`src/rtl/par_readout_pkg.sv`:
```
package par_readout_pkg;

    // which half of an 18-bit result the read pointer addresses
    typedef enum logic {
        HALF_UPPER = 1'b0,
        HALF_LOWER = 1'b1
    } half_e;

    // host pin positions inside the synchronizer vector
    localparam int unsigned PIN_RD   = 0;
    localparam int unsigned PIN_CS   = 1;
    localparam int unsigned PIN_BUSY = 2;
    localparam int unsigned PIN_CNT  = 3;

endpackage

```
`src/rtl/pr_sync.sv`:
```
module pr_sync #(
    parameter int unsigned           WIDTH     = 1,
    parameter int unsigned           STAGES    = 2,
    parameter logic [WIDTH-1:0]      RESET_VAL = '0
) (
    input  logic             clk,
    input  logic             rst_n,
    input  logic [WIDTH-1:0] async_i,
    output logic [WIDTH-1:0] sync_o
);

    logic [WIDTH-1:0] stage_q [STAGES];

    generate
        for (genvar s = 0; s < STAGES; s++) begin : g_stage
            if (s == 0) begin : g_first
                always_ff @(posedge clk or negedge rst_n) begin
                    if (!rst_n) stage_q[s] <= RESET_VAL;
                    else        stage_q[s] <= async_i;
                end
            end else begin : g_next
                always_ff @(posedge clk or negedge rst_n) begin
                    if (!rst_n) stage_q[s] <= RESET_VAL;
                    else        stage_q[s] <= stage_q[s-1];
                end
            end
        end
    endgenerate

    assign sync_o = stage_q[STAGES-1];

endmodule

```
`src/rtl/pr_word_sel.sv`:
```
module pr_word_sel
    import par_readout_pkg::*;
#(
    parameter int unsigned NUM_CH = 8,
    parameter int unsigned RES_W  = 18,
    parameter int unsigned BUS_W  = 16,
    parameter int unsigned PTR_W  = 4
) (
    input  logic [NUM_CH*RES_W-1:0] snap_i,
    input  logic [PTR_W-1:0]        ptr_i,
    output logic [BUS_W-1:0]        word_o,
    output logic                    is_first_o
);

    localparam int unsigned LO_W = RES_W - BUS_W;
    localparam int unsigned CH_W = PTR_W - 1;

    logic [RES_W-1:0] chan [NUM_CH];
    logic [CH_W-1:0]  ch_idx;
    half_e            half;
    logic [RES_W-1:0] cur;

    generate
        for (genvar c = 0; c < NUM_CH; c++) begin : g_chan
            assign chan[c] = snap_i[c*RES_W +: RES_W];
        end
    endgenerate

    always_comb begin
        ch_idx     = ptr_i[PTR_W-1:1];
        half       = half_e'(ptr_i[0]);
        cur        = chan[ch_idx];
        is_first_o = (ch_idx == '0);
        if (half == HALF_UPPER) word_o = cur[RES_W-1 -: BUS_W];
        else                    word_o = {{(BUS_W-LO_W){1'b0}}, cur[LO_W-1:0]};
    end

endmodule

```
`src/rtl/par_readout.sv`:
```
module par_readout
    import par_readout_pkg::*;
#(
    parameter int unsigned NUM_CH      = 8,
    parameter int unsigned RES_W       = 18,
    parameter int unsigned BUS_W       = 16,
    parameter int unsigned SYNC_STAGES = 2
) (
    input  logic                    clk,
    input  logic                    rst_n,
    input  logic                    cs_n_i,
    input  logic                    rd_n_i,
    input  logic                    busy_i,
    input  logic [NUM_CH*RES_W-1:0] results_i,
    output logic [BUS_W-1:0]        bus_o,
    output logic                    bus_oe_o,
    output logic                    first_o,
    output logic                    first_oe_o
);

    localparam int unsigned WORDS  = 2 * NUM_CH;
    localparam int unsigned PTR_W  = $clog2(WORDS);
    localparam int unsigned FLAT_W = NUM_CH * RES_W;
    localparam logic [PTR_W-1:0]   LAST_PTR = PTR_W'(WORDS - 1);
    localparam logic [PIN_CNT-1:0] PIN_IDLE = PIN_CNT'(3'b011);

    typedef struct packed {
        logic [PTR_W-1:0]  ptr;
        logic [FLAT_W-1:0] snap;
        logic [BUS_W-1:0]  data;
        logic              oe;
        logic              first;
        logic              first_oe;
        logic              acc_prev;
        logic              busy_prev;
    } state_t;

    state_t state_d, state_q;

    logic [PIN_CNT-1:0] pins_async, pins_sync;
    logic               cs_s, rd_s, busy_s;
    logic               access, strobe, busy_fall;
    logic [BUS_W-1:0]   sel_word;
    logic               sel_first;

    assign pins_async = {busy_i, cs_n_i, rd_n_i};

    pr_sync #(
        .WIDTH     (PIN_CNT),
        .STAGES    (SYNC_STAGES),
        .RESET_VAL (PIN_IDLE)
    ) u_sync (
        .clk     (clk),
        .rst_n   (rst_n),
        .async_i (pins_async),
        .sync_o  (pins_sync)
    );

    assign rd_s   = pins_sync[PIN_RD];
    assign cs_s   = pins_sync[PIN_CS];
    assign busy_s = pins_sync[PIN_BUSY];

    pr_word_sel #(
        .NUM_CH (NUM_CH),
        .RES_W  (RES_W),
        .BUS_W  (BUS_W),
        .PTR_W  (PTR_W)
    ) u_sel (
        .snap_i     (state_q.snap),
        .ptr_i      (state_q.ptr),
        .word_o     (sel_word),
        .is_first_o (sel_first)
    );

    always_comb begin
        access    = !cs_s && !rd_s;
        strobe    = access && !state_q.acc_prev;
        busy_fall = !busy_s && state_q.busy_prev;

        state_d           = state_q;
        state_d.acc_prev  = access;
        state_d.busy_prev = busy_s;
        state_d.oe        = access;
        state_d.first_oe  = !cs_s;

        if (busy_fall) begin
            // new set captured; pointer back to channel 1 upper half
            state_d.snap = results_i;
            state_d.ptr  = '0;
        end else if (strobe) begin
            state_d.data  = sel_word;
            state_d.first = sel_first;
            state_d.ptr   = (state_q.ptr == LAST_PTR) ? '0 : state_q.ptr + 1'b1;
        end
    end

    always_ff @(posedge clk or negedge rst_n) begin
        if (!rst_n) state_q <= '0;
        else        state_q <= state_d;
    end

    assign bus_o      = state_q.data;
    assign bus_oe_o   = state_q.oe;
    assign first_o    = state_q.first;
    assign first_oe_o = state_q.first_oe;

endmodule

```
`config.mk`:
```
export PLATFORM = sky130hd
export DESIGN_NAME = par_readout
export DESIGN_NICKNAME = d
export VERILOG_FILES = /design/src/rtl/par_readout_pkg.sv /design/src/rtl/pr_sync.sv /design/src/rtl/pr_word_sel.sv /design/src/rtl/par_readout.sv
export SDC_FILE = /design/constraint.sdc
export NUM_CORES = 1
export LEC_CHECK = 0
export BUFFER_PORTS_ARGS = -buffer_cell sky130_fd_sc_hd__buf_2
export CAP_MARGIN = 20
export CORE_MARGIN = 4
export CORE_UTILIZATION = 40
export CTS_CLUSTER_DIAMETER = 80
export CTS_CLUSTER_SIZE = 20
export DETAILED_ROUTE_END_ITERATION = 7
export PLACE_DENSITY = 0.71
export SYNTH_ARGS = -nofsm -noshare
export SYNTH_HDL_FRONTEND = slang
export SYNTH_HIERARCHICAL = 1
export SYNTH_SLANG_ARGS = --single-unit
```
`constraint.sdc`:
```
create_clock -name clk -period 4.8 [get_ports clk]
set_input_delay 0.24 -clock clk [delete_from_list [all_inputs] [get_ports clk]]
set_output_delay 0.24 -clock clk [all_outputs]
set_load 0.01 [all_outputs]
```
==> flow_summary.yaml <==
status:
  outcome: "completed"
clocking:
  htreeDepth: 4
  cts_setup_buffers: 0
  cts_tree: "done"
  cts_buffers: 17
  clkTransAtPathRegs_ns: 0.07
  clockBufferDepth: 2
  clkLatencyLatePin_ns: 0.43
  cts_sinks: 174
  ctsResizeCount: 0
  ctsHoldBuffers: 55
  cts_root_buffer: "clkbuf_16"
floorplan:
  dieArea_um2: 21900
  ios: 168
  fp.dieW_um: 148
  core_um2: 19000
  start_util: 0.413
  die_h_um: 148
  rows: 50
setup_path:
  crit_arrival_ns: 2.62
  crit_type: "reg -> reg"
  rrSetupSlack_ns: 2.49
  critPathLaunchType: "flip-flop"
  end_kind: "flip-flop"
  critPathMaxFanout: 22
  crit_required_ns: 5.11
detailed_routing:
  drcViolationCount: 0
  dr.pass1.iters: 4
  wl_per_cell_um: 15.9
  drt_iter0_markers: 296
  viasPerCell: 4.77
  dr_total_vias: 5928
  ant_nets: 0
  routed_wl_mm: 19.7
worst_hold_path:
  hold_class: "in -> reg"
finish:
  regArea_um2: 4360
  nNetsFinal: 1120
  multi_input_area_um2: 3090
  fillers: 1691
  drive_above_1_share: 0.271
  num_antenna_cells: 0
  area_growth_pct: 26.2
  stdcell_area_um2: 9890
global_routing:
  grt_pass1_wl_mm: 31.3
  grt_usage: 0.185
  antenna_found_initial: 0
  grt_max_degree: 82
  gr-total-overflow: 0
  grt_pass1_vias: 6186
power_and_ir_drop:
  design_power_total_mw: 3.95
  ir_worst_vdd_uv: 245
  powerDensity_nw_per_um2: 399
  p_leak_nw: 5.08
timing:
  report.final.setup_viol: 0
  slew_headroom: 0.337
  period_needed_ns: 2.31
  finalHoldViolCount: 0
  finalClockSkew_ns: 0.00926
  finalMaxSlewViolations: 0
  max_freq_ghz: 0.433
  tightest_slew_ns: 0.994
  fin_tns_setup_ns: 0
  rsz0062_at_grt: "no"
  post-route-period-util: 0.481
yosys:
  synth_fp_nets: 933
  avgSynthCellArea_um2: 10.0
  synth-seq-cells: 174
  syn_area_um2: 7840
  ys_types: 30
  yosys_warnings: 6
  synth_top_area_frac: 0.543
  synth_area_leaders: "dfrtp_1 54%, nand2_1 21%, mux4_2 9.8%, buf_2 2.2%, mux2i_1 2.0%"
  synth_sequential_area_ratio: 0.556
  synth_top_area_cell: "dfrtp_1"
  postSynthCellCount: 783
place:
  placed_cell_area_um2: 8660
  port-buffer-count: 167
  post-dp-hpwl_mm: 13.4
  gp_congestion: 0.872
run:
  maxCapViolations: 0
==> layout make-up <==
type / count / share of cell area
multi-input cells: 544 / 0.312
well taps: 260 / 0.0329
clock buffers: 23 / 0.0504
repair buffers: 232 / 0.152
clock inverters: 8 / 0.0108
inverters: 1 / 0.000380
flip-flops and latches: 174 / 0.441
==> per-stage QoR <==
step | utilization | std cells | hold slack [ns] | worst slack [ns]
final | 0.522 | 1242 | 0.0120 | 2.49
after detailed placement | 0.457 | 1152 | 0.298 | 2.16
after global placement | 0.457 | 1152 | 0.302 | 2.21
after CTS | 0.518 | 1238 | 0.000276 | 2.15
after floorplan | - | 783 | -0.0556 | 3.00
after global routing | 0.522 | 1242 | 0.0000935 | 2.34
==> synth_stat cells, drive strengths merged <==
cell / n
nor2: 19
o31ai: 1
nor2b: 3
nor4b: 1
nand3: 5
a21oi: 1
mux2: 17
dfrtp: 170
o211ai: 1
a31oi: 1
nand2b: 1
xnor2: 1
clkbuf: 5
mux2i: 16
buf: 59
nor3: 2
dfstp: 4
nand2: 435
a22oi: 2
ha: 1
or4b: 1
mux4: 36
inv: 1
==> where the power goes <==
group | switching [mW] | internal, mW
Sequential | 0.160 | 1.68
Clock | 0.567 | 0.835
Combinational | 0.326 | 0.376
Total | 1.05 | 2.90
==> cells in the final DEF, fill, tap and decap left out, types with 3 or more instances in the layout <==
cell type,count
buf_2,166
buf_4,6
clkbuf_16,17
clkbuf_8,5
clkinv_4,3
dfrtp_1,168
dfstp_2,4
dlygate4sd3_1,57
mux2_2,7
mux2_4,10
mux2i_1,16
mux4_2,34
nand2_1,434
nand3_1,5
nor2_1,19
==> cells by family (layout without fill, tap and decap cells) <==
family / count (synthesis) / after routing / share of synthesized area
AO/OA/AOI/OAI: 6 / 6 / 0.00527
XOR/XNOR: 1 / 1 / 0.00112
adder cells (fa/ha/maj): 1 / 1 / 0.00160
buffers and inverters: 65 / 264 / 0.0516
flip-flops: 174 / 174 / 0.556
multiplexers: 69 / 69 / 0.154
AND/OR/NAND/NOR: 467 / 467 / 0.230
==> layer usage <==
| layer | vias up | track usage | part of all wire |
|---|---|---|---|
| met5 | - | 0 | 0 |
| met4 | 0 | 0.0697 | 0.026 |
| met3 | 33 | 0.0484 | 0.058 |
| met2 | 166 | 0.329 | 0.53 |
| met1 | 2880 | 0.215 | 0.39 |
| li1 | 2849 | - | - |
==> worst max-delay path, stage by stage, from the launching register on <==
cell     delay (ns)
dfrtp_2        0.61
buf_12         0.26
buf_4          0.27
mux4_2         0.52
mux2i_1        0.17
nor2_1         0.06
mux2_4         0.30
==> final timing paths <==
path                            cells after the start                   startpoint                          to
min in group asynchronous                           2                        rst_n    state_q[114]$_DFFE_PN0P_
worst max register to register                      6     state_q[166]$_DFFE_PN0P_        bus_o[7]$_DFFE_PN0P_
worst min-delay path                                3                results_i[71]     state_q[92]$_DFFE_PN0P_
max in group asynchronous                           3                        rst_n    state_q[159]$_DFFE_PN0P_
worst max-delay path                                6     state_q[166]$_DFFE_PN0P_        bus_o[7]$_DFFE_PN0P_
worst min register to register                      0  u_sync/stage_q[4]$_DFF_PN1_  u_sync/sync_o[1]$_DFF_PN1_
==> sequential cells by signal, summed over array words and instances (netlist names) <==
signal / flops
first_oe_o: 1
u_sync/sync_o: 3
state_q: 150
first_o: 1
bus_o: 16
u_sync/stage_q: 3
Note: power is estimated with default switching activity, not from simulation.
